<file path="src/rtl/lookahead_pkg.sv">
package lookahead_pkg;
  localparam int unsigned GRP_W = 4;

  // reference sum of a group, used by cross-checks
  function automatic logic [GRP_W:0] grp_ref_sum(
    input logic [GRP_W-1:0] x,
    input logic [GRP_W-1:0] y,
    input logic             ci
  );
    return {1'b0, x} + {1'b0, y} + {{GRP_W{1'b0}}, ci};
  endfunction
endpackage

</file>
<file path="src/rtl/la_carry_unit.sv">
module la_carry_unit #(
  parameter int unsigned N = 4
) (
  input  logic [N-1:0] mk_i,
  input  logic [N-1:0] ps_i,
  input  logic         cin_i,
  output logic [N-1:0] cin_vec_o,
  output logic         grp_mk_o,
  output logic         grp_ps_o,
  output logic         cout_o
);
  // flat sum of products: carry into position idx
  function automatic logic flat_carry(
    input logic [N-1:0] g,
    input logic [N-1:0] p,
    input logic         ci,
    input int unsigned  idx
  );
    logic acc;
    logic prod;
    acc = 1'b0;
    for (int unsigned j = 0; j < N; j++) begin
      if (j < idx) begin
        prod = g[j];
        for (int unsigned k = 0; k < N; k++)
          if (k > j && k < idx) prod = prod & p[k];
        acc = acc | prod;
      end
    end
    prod = ci;
    for (int unsigned k = 0; k < N; k++)
      if (k < idx) prod = prod & p[k];
    return acc | prod;
  endfunction

  genvar gi;
  generate
    for (gi = 0; gi < N; gi++) begin : g_carry
      assign cin_vec_o[gi] = flat_carry(mk_i, ps_i, cin_i, gi);
    end
  endgenerate

  assign grp_mk_o = flat_carry(mk_i, ps_i, 1'b0, N);
  assign grp_ps_o = &ps_i;
  assign cout_o   = grp_mk_o | (grp_ps_o & cin_i);

  always_comb begin

    carry_chain_chk: assert (cin_vec_o[0] == cin_i);
    for (int unsigned i = 1; i < N; i++) begin

      carry_step_chk: assert (cin_vec_o[i] ==
        (mk_i[i-1] | (ps_i[i-1] & cin_vec_o[i-1])));
    end

    grp_cout_chk: assert (cout_o == (mk_i[N-1] | (ps_i[N-1] & cin_vec_o[N-1])));
  end
endmodule

</file>
<file path="src/rtl/la_group.sv">
module la_group
  import lookahead_pkg::*;
(
  input  logic [GRP_W-1:0] opa_i,
  input  logic [GRP_W-1:0] opb_i,
  input  logic             cin_i,
  output logic [GRP_W-1:0] sum_o,
  output logic             grp_mk_o,
  output logic             grp_ps_o
);
  logic [GRP_W-1:0] mk;
  logic [GRP_W-1:0] ps;
  logic [GRP_W-1:0] cvec;
  logic             grp_cout;

  genvar bi;
  generate
    for (bi = 0; bi < GRP_W; bi++) begin : g_slice
      assign mk[bi]    = opa_i[bi] & opb_i[bi];
      assign ps[bi]    = opa_i[bi] ^ opb_i[bi];
      assign sum_o[bi] = ps[bi] ^ cvec[bi];
    end
  endgenerate

  la_carry_unit #(.N(GRP_W)) u_lcu (
    .mk_i      (mk),
    .ps_i      (ps),
    .cin_i     (cin_i),
    .cin_vec_o (cvec),
    .grp_mk_o  (grp_mk_o),
    .grp_ps_o  (grp_ps_o),
    .cout_o    (grp_cout)
  );

  always_comb begin

    grp_sum_chk: assert ({grp_cout, sum_o} == grp_ref_sum(opa_i, opb_i, cin_i));
  end
endmodule

</file>
<file path="src/rtl/lookahead_adder.sv">
module lookahead_adder
  import lookahead_pkg::*;
#(
  parameter int unsigned WIDTH = 16
) (
  input  logic [WIDTH-1:0] opa_i,
  input  logic [WIDTH-1:0] opb_i,
  input  logic             cin_i,
  output logic [WIDTH-1:0] sum_o,
  output logic             cout_o,
  output logic             gen_o,
  output logic             prop_o
);
  localparam int unsigned NGRP = WIDTH / GRP_W;

  logic [NGRP-1:0] grp_mk;
  logic [NGRP-1:0] grp_ps;
  logic [NGRP-1:0] grp_cin;

  genvar gi;
  generate
    for (gi = 0; gi < NGRP; gi++) begin : g_grp
      la_group u_grp (
        .opa_i    (opa_i[gi*GRP_W +: GRP_W]),
        .opb_i    (opb_i[gi*GRP_W +: GRP_W]),
        .cin_i    (grp_cin[gi]),
        .sum_o    (sum_o[gi*GRP_W +: GRP_W]),
        .grp_mk_o (grp_mk[gi]),
        .grp_ps_o (grp_ps[gi])
      );
    end
  endgenerate

  la_carry_unit #(.N(NGRP)) u_top_lcu (
    .mk_i      (grp_mk),
    .ps_i      (grp_ps),
    .cin_i     (cin_i),
    .cin_vec_o (grp_cin),
    .grp_mk_o  (gen_o),
    .grp_ps_o  (prop_o),
    .cout_o    (cout_o)
  );

  always_comb begin

    top_cout_chk: assert (cout_o == (gen_o | (prop_o & cin_i)));

    mk_ps_excl_chk: assert (!(gen_o && prop_o));

    all_pass_chk: assert (!(prop_o && cin_i) || (cout_o && sum_o == '0));

    pass_match_chk: assert (prop_o == (&(opa_i ^ opb_i)));
  end
endmodule

</file>
<file path="config.mk">
export PLATFORM = sky130hd
export DESIGN_NAME = lookahead_adder
export DESIGN_NICKNAME = d
export VERILOG_FILES = /design/src/rtl/lookahead_pkg.sv /design/src/rtl/la_carry_unit.sv /design/src/rtl/la_group.sv /design/src/rtl/lookahead_adder.sv
export SDC_FILE = /design/constraint.sdc
export NUM_CORES = 1
export LEC_CHECK = 0
export CELL_PAD_IN_SITES_DETAIL_PLACEMENT = 0
export CELL_PAD_IN_SITES_GLOBAL_PLACEMENT = 1
export CORE_ASPECT_RATIO = 1.1
export CORE_MARGIN = 5
export CORE_UTILIZATION = 26
export DETAILED_ROUTE_END_ITERATION = 8
export PLACE_DENSITY_LB_ADDON = 0.1
export REMOVE_ABC_BUFFERS = 1
export SETUP_SLACK_MARGIN = 0.15
export SLEW_MARGIN = 10
export SYNTH_ARGS = -nofsm -noshare
export SYNTH_HDL_FRONTEND = slang
export SYNTH_HIERARCHICAL = 1
export SYNTH_SLANG_ARGS = --single-unit
</file>
<file path="constraint.sdc">
create_clock -name vclk -period 4
set_input_delay 0.8 -clock vclk [all_inputs]
set_output_delay 0.8 -clock vclk [all_outputs]
set_load 0.01 [all_outputs]
</file>
; Yosys cells after proc, flatten, opt, wreduce, memory -nomap -nowiden
; Cells that the tools add are included.
[totals]
output_inout_bits = 19
input_bits = 33
wordCells = 145
regBits = 0
[op_classes]
bitwise = 140
n_reduce_logical = 5
[ops]
columns = cell, n
row1 = $and 1x1->1, 62
row2 = $or 1x1->1, 46
row3 = $xor 1x1->1, 32
row4 = $reduce_and 16->1, 1
row5 = $reduce_and 4->1, 4

; Longest topological paths before layout
[depth]
ltp_word = 17
mapped_depth = 8
depth_no_buf = 8

; By module
; The synthesis kept the hierarchy.
[modules_own_cells]
columns = mod, seq_area_each_um2, area_each_um2, cells_per_inst, n_inst
row1 = la_carry_unit, 0.0, 80.1, 13, 5
row2 = la_group, 0.0, 85.1, 8, 4

; Worst setup path before layout
; OpenSTA, ideal clock, no wires.
[synth_timing]
path_kind = in2out
start = in opa_i[1]
end = out sum_o[15]
required_ns = 3.200
t_arrival_ns = 2.464
setup_slack_ns = 0.736
path_stages = 8
path_buffers = 0
path_cell_list = ha_1 -> a21oi_1 -> o21ai_1 -> a21o_1 -> a31o_1 -> a21o_1 -> a31o_1 -> xor2_1
[synth_between]
elab_chain_len = 17
elab_cells_between_ends = 24
cone_classes = bitwise (23) / reduce/logical (1)
[synth_lines]
columns = element, line_no
row1 = start: declaration, lookahead_adder.sv:6  ; input logic [WIDTH-1:0] opa_i,
row2 = $xor 1x1->1, la_group.sv:20  ; assign ps[bi] = opa_i[bi] ^ opb_i[bi];
row3 = $and 1x1->1 (3 in a row), la_carry_unit.sv:26  ; if (k > j && k < idx) prod = prod & p[k];
row4 = $or 1x1->1 (*) (3 in a row), la_carry_unit.sv:27  ; acc = acc | prod;
row5 = net grp_mk[0], lookahead_adder.sv:16  ; logic [NGRP-1:0] grp_mk;
row6 = $and 1x1->1 (*) (2 in a row), la_carry_unit.sv:26
row7 = $or 1x1->1 (*) (2 in a row), la_carry_unit.sv:27
row8 = $or 1x1->1 (*), la_carry_unit.sv:33  ; return acc | prod;
row9 = net grp_cin[3], lookahead_adder.sv:18  ; logic [NGRP-1:0] grp_cin;
row10 = $and 1x1->1 (*) (3 in a row), la_carry_unit.sv:32  ; if (k < idx) prod = prod & p[k];
row11 = $or 1x1->1 (*), la_carry_unit.sv:33
row12 = net g_grp[3].u_grp.cvec[3], la_group.sv:13  ; logic [GRP_W-1:0] cvec;
row13 = $xor 1x1->1 (*), la_group.sv:21  ; assign sum_o[bi] = ps[bi] ^ cvec[bi];
row14 = end: declaration, lookahead_adder.sv:9  ; output logic [WIDTH-1:0] sum_o,
; The timed path passes the listed nets; every way through them passes the cells marked *.

; Worst setup path in the final report
[layout_timing]
start = in opa_i[1]
end = out sum_o[10]
[layout_between]
elab_chain_len = 14
elab_cells_between_ends = 20
cone_classes = bitwise (19) / reduce/logical (1)
[layout_lines]
columns = element, line_no
row1 = $xor 1x1->1, la_group.sv:20
row2 = net g_grp[0].u_grp.ps[1], la_group.sv:12  ; logic [GRP_W-1:0] ps;
row3 = $and 1x1->1 (3 in a row), la_carry_unit.sv:26
row4 = $or 1x1->1 (3 in a row), la_carry_unit.sv:27
row5 = net grp_mk[0], lookahead_adder.sv:16
row6 = $and 1x1->1, la_carry_unit.sv:26
row7 = $or 1x1->1, la_carry_unit.sv:27
row8 = $or 1x1->1, la_carry_unit.sv:33
row9 = net grp_cin[2], lookahead_adder.sv:18
row10 = $and 1x1->1 (2 in a row), la_carry_unit.sv:32
row11 = $or 1x1->1, la_carry_unit.sv:33
row12 = net g_grp[2].u_grp.cvec[2], la_group.sv:13
row13 = $xor 1x1->1, la_group.sv:21
; The timed path passes the listed nets, and every way through them passes these cells.

==> impl_metrics.toml <==
[timing]
setup_violations = 0
maxSlewHeadroom_pct = 87.3
worst_pin_slew_ns = 0.190
maxSlewViolCount = 0
tns_ns = 0
max_freq_mhz = 267
timing.final.hold_violations = 0
min_period_ns = 3.75
holdWs_ns = 2.45
post-route-period-util_pct = 93.6
rsz0062_at_grt = "no"

[worst_setup_path]
crit_chain = "clkdlybuf4s50_1 -> ha_1 -> a21oi_2 -> o21ai_1 -> a21o_1 -> a21o_1 -> a21o_1 -> a21o_1 -> xor2_1 -> dlygate4sd2_1"
crit_slowest_cell = "clkdlybuf4s50_1"
worst_setup_path_start_kind = "primary input"
arrival_ns = 2.95
slowest_delay_ns = 0.40
critPathKind = "primary input to output pin"
crit_cells = 10
cpMostUsedCell = "a21o_1"
path_delay_family = "compound AO/OA/AOI/OAI gates"
critPathBufInv = 2
crit_required_ns = 3.20
path_max_fanout = 3
end_kind = "output pin"

[floorplanning]
core_mm2 = 0.00252
dieArea_mm2 = 0.00379
ios = 52
fp.dieH_um = 64.1
die_w_um = 59.1
initial_core_util_pct = 27.4
rows = 19

[synthesis]
netlist_instances = 89
ys_warn_count = 6
syn_avg_cell_area_um2 = 7.76
syn_area_um2 = 691

[power_and_ir_drop]
power_density_mw_per_mm2 = 180
power_mw = 0.248
p_int_mw = 0.147
irDropWorstVdd_v = 0.0000975
switching_share_pct = 40.8
pwr-share-seq_pct = 0
netSwitchingPower_mw = 0.101
pwr-share-clk_pct = 0
power.leakage_nw = 0.755
p_comb_share_pct = 100.0

[grt]
grt_use_total_pct = 10.0
grt_overflow_total = 0
antenna_found_initial = 0
grt_max_degree = 6
grt_pass1_vias = 850
grt_pass1_wl_mm = 3.31

[finish]
synthToLayoutAreaGrowth_pct = 99.6
clock_buffers = 0
instances_no_fill = 189
register_area_um2 = 0
drive_above_1_share_pct = 17.7
antenna_cells = 0
num-nets-final = 209
design.seq.count = 0

[worst_hold_path]
hp-class = "primary input to output pin"
min_path_cells = 4

[route]
drt_wl_total_mm = 2.06
ant_nets = 0
drc = 0
dr.pass1.iters = 4
vias = 890
viasPerCell = 4.71
drt_iter0_drc = 12
routedWlPerCell_um = 10.9

[run_status]
status = "finished clean"

[place]
place.detailed.hpwl_mm = 1.82
gp_congestion = 0.769
port_buffers = 52
dp_cells = 189

[run]
drv_cap = 0
==> what timing repair did <==
item / CTS / global route
resized for setup: 11 / 10
hold buffers: 0 / 0
endpoints found under the setup margin: 10 / 8
setup buffers: 0 / 0
==> cell usage in the layout, fill, tap and decap left out <==
master and n:
a21o_1 15, a21oi_1 8, a21oi_2 2, a31o_1 5
buf_4 22, clkbuf_2 3, clkdlybuf4s50_1 40, dlygate4sd2_1 7
dlymetal6s2s_1 2, ha_1 15, ha_4 1, inv_1 6
nand2_1 5, nand4_1 5, o21ai_1 5, o221ai_1 1
xor2_1 16
==> worst paths after layout <==
check	slack, ns	endpoint	from
setup / recovery	0.25	sum_o[10]	opa_i[1]
hold / removal	2.45	sum_o[3]	opa_i[3]
==> worst min-delay path, stage by stage <==
cell	delay [ns]
dlymetal6s2s_1	0.13
ha_4	0.18
xor2_1	0.07
clkdlybuf4s50_1	0.47
==> power groups by stage <==
stage	Combinational (mW)	Clock [mW]	Sequential [mW]
finish	0.248	0	0
global route	0.272	0	0
CTS	0.251	0	0
detailed placement	0.266	0	0
global placement	0.265	0	0
floorplan	0.113	0	0
==> layer usage <==
layer	track usage (%)	wire [um]
met1	11.5	797
met2	20.3	1120
met3	1.01	149
met4	0	0
met5	0	0
==> through the flow <==
step,worst slack [ns],cell area [um^2],utilization (%)
floorplan,0.788,653,-
global placement,-0.0900,1380,54.7
detailed placement,-0.133,1380,54.7
CTS,0.129,1370,54.2
global route,0.150,1380,54.7
finish,0.254,1380,54.7
==> cell type report <==
type	count	area, um^2
Fill cell	268	1140
Tap cell	31	38.8
Inverter	6	22.5
Multi-Input combinational cell	78	651
Timing Repair Buffer	74	667
No activity file was read; power rests on OpenSTA's default activity.
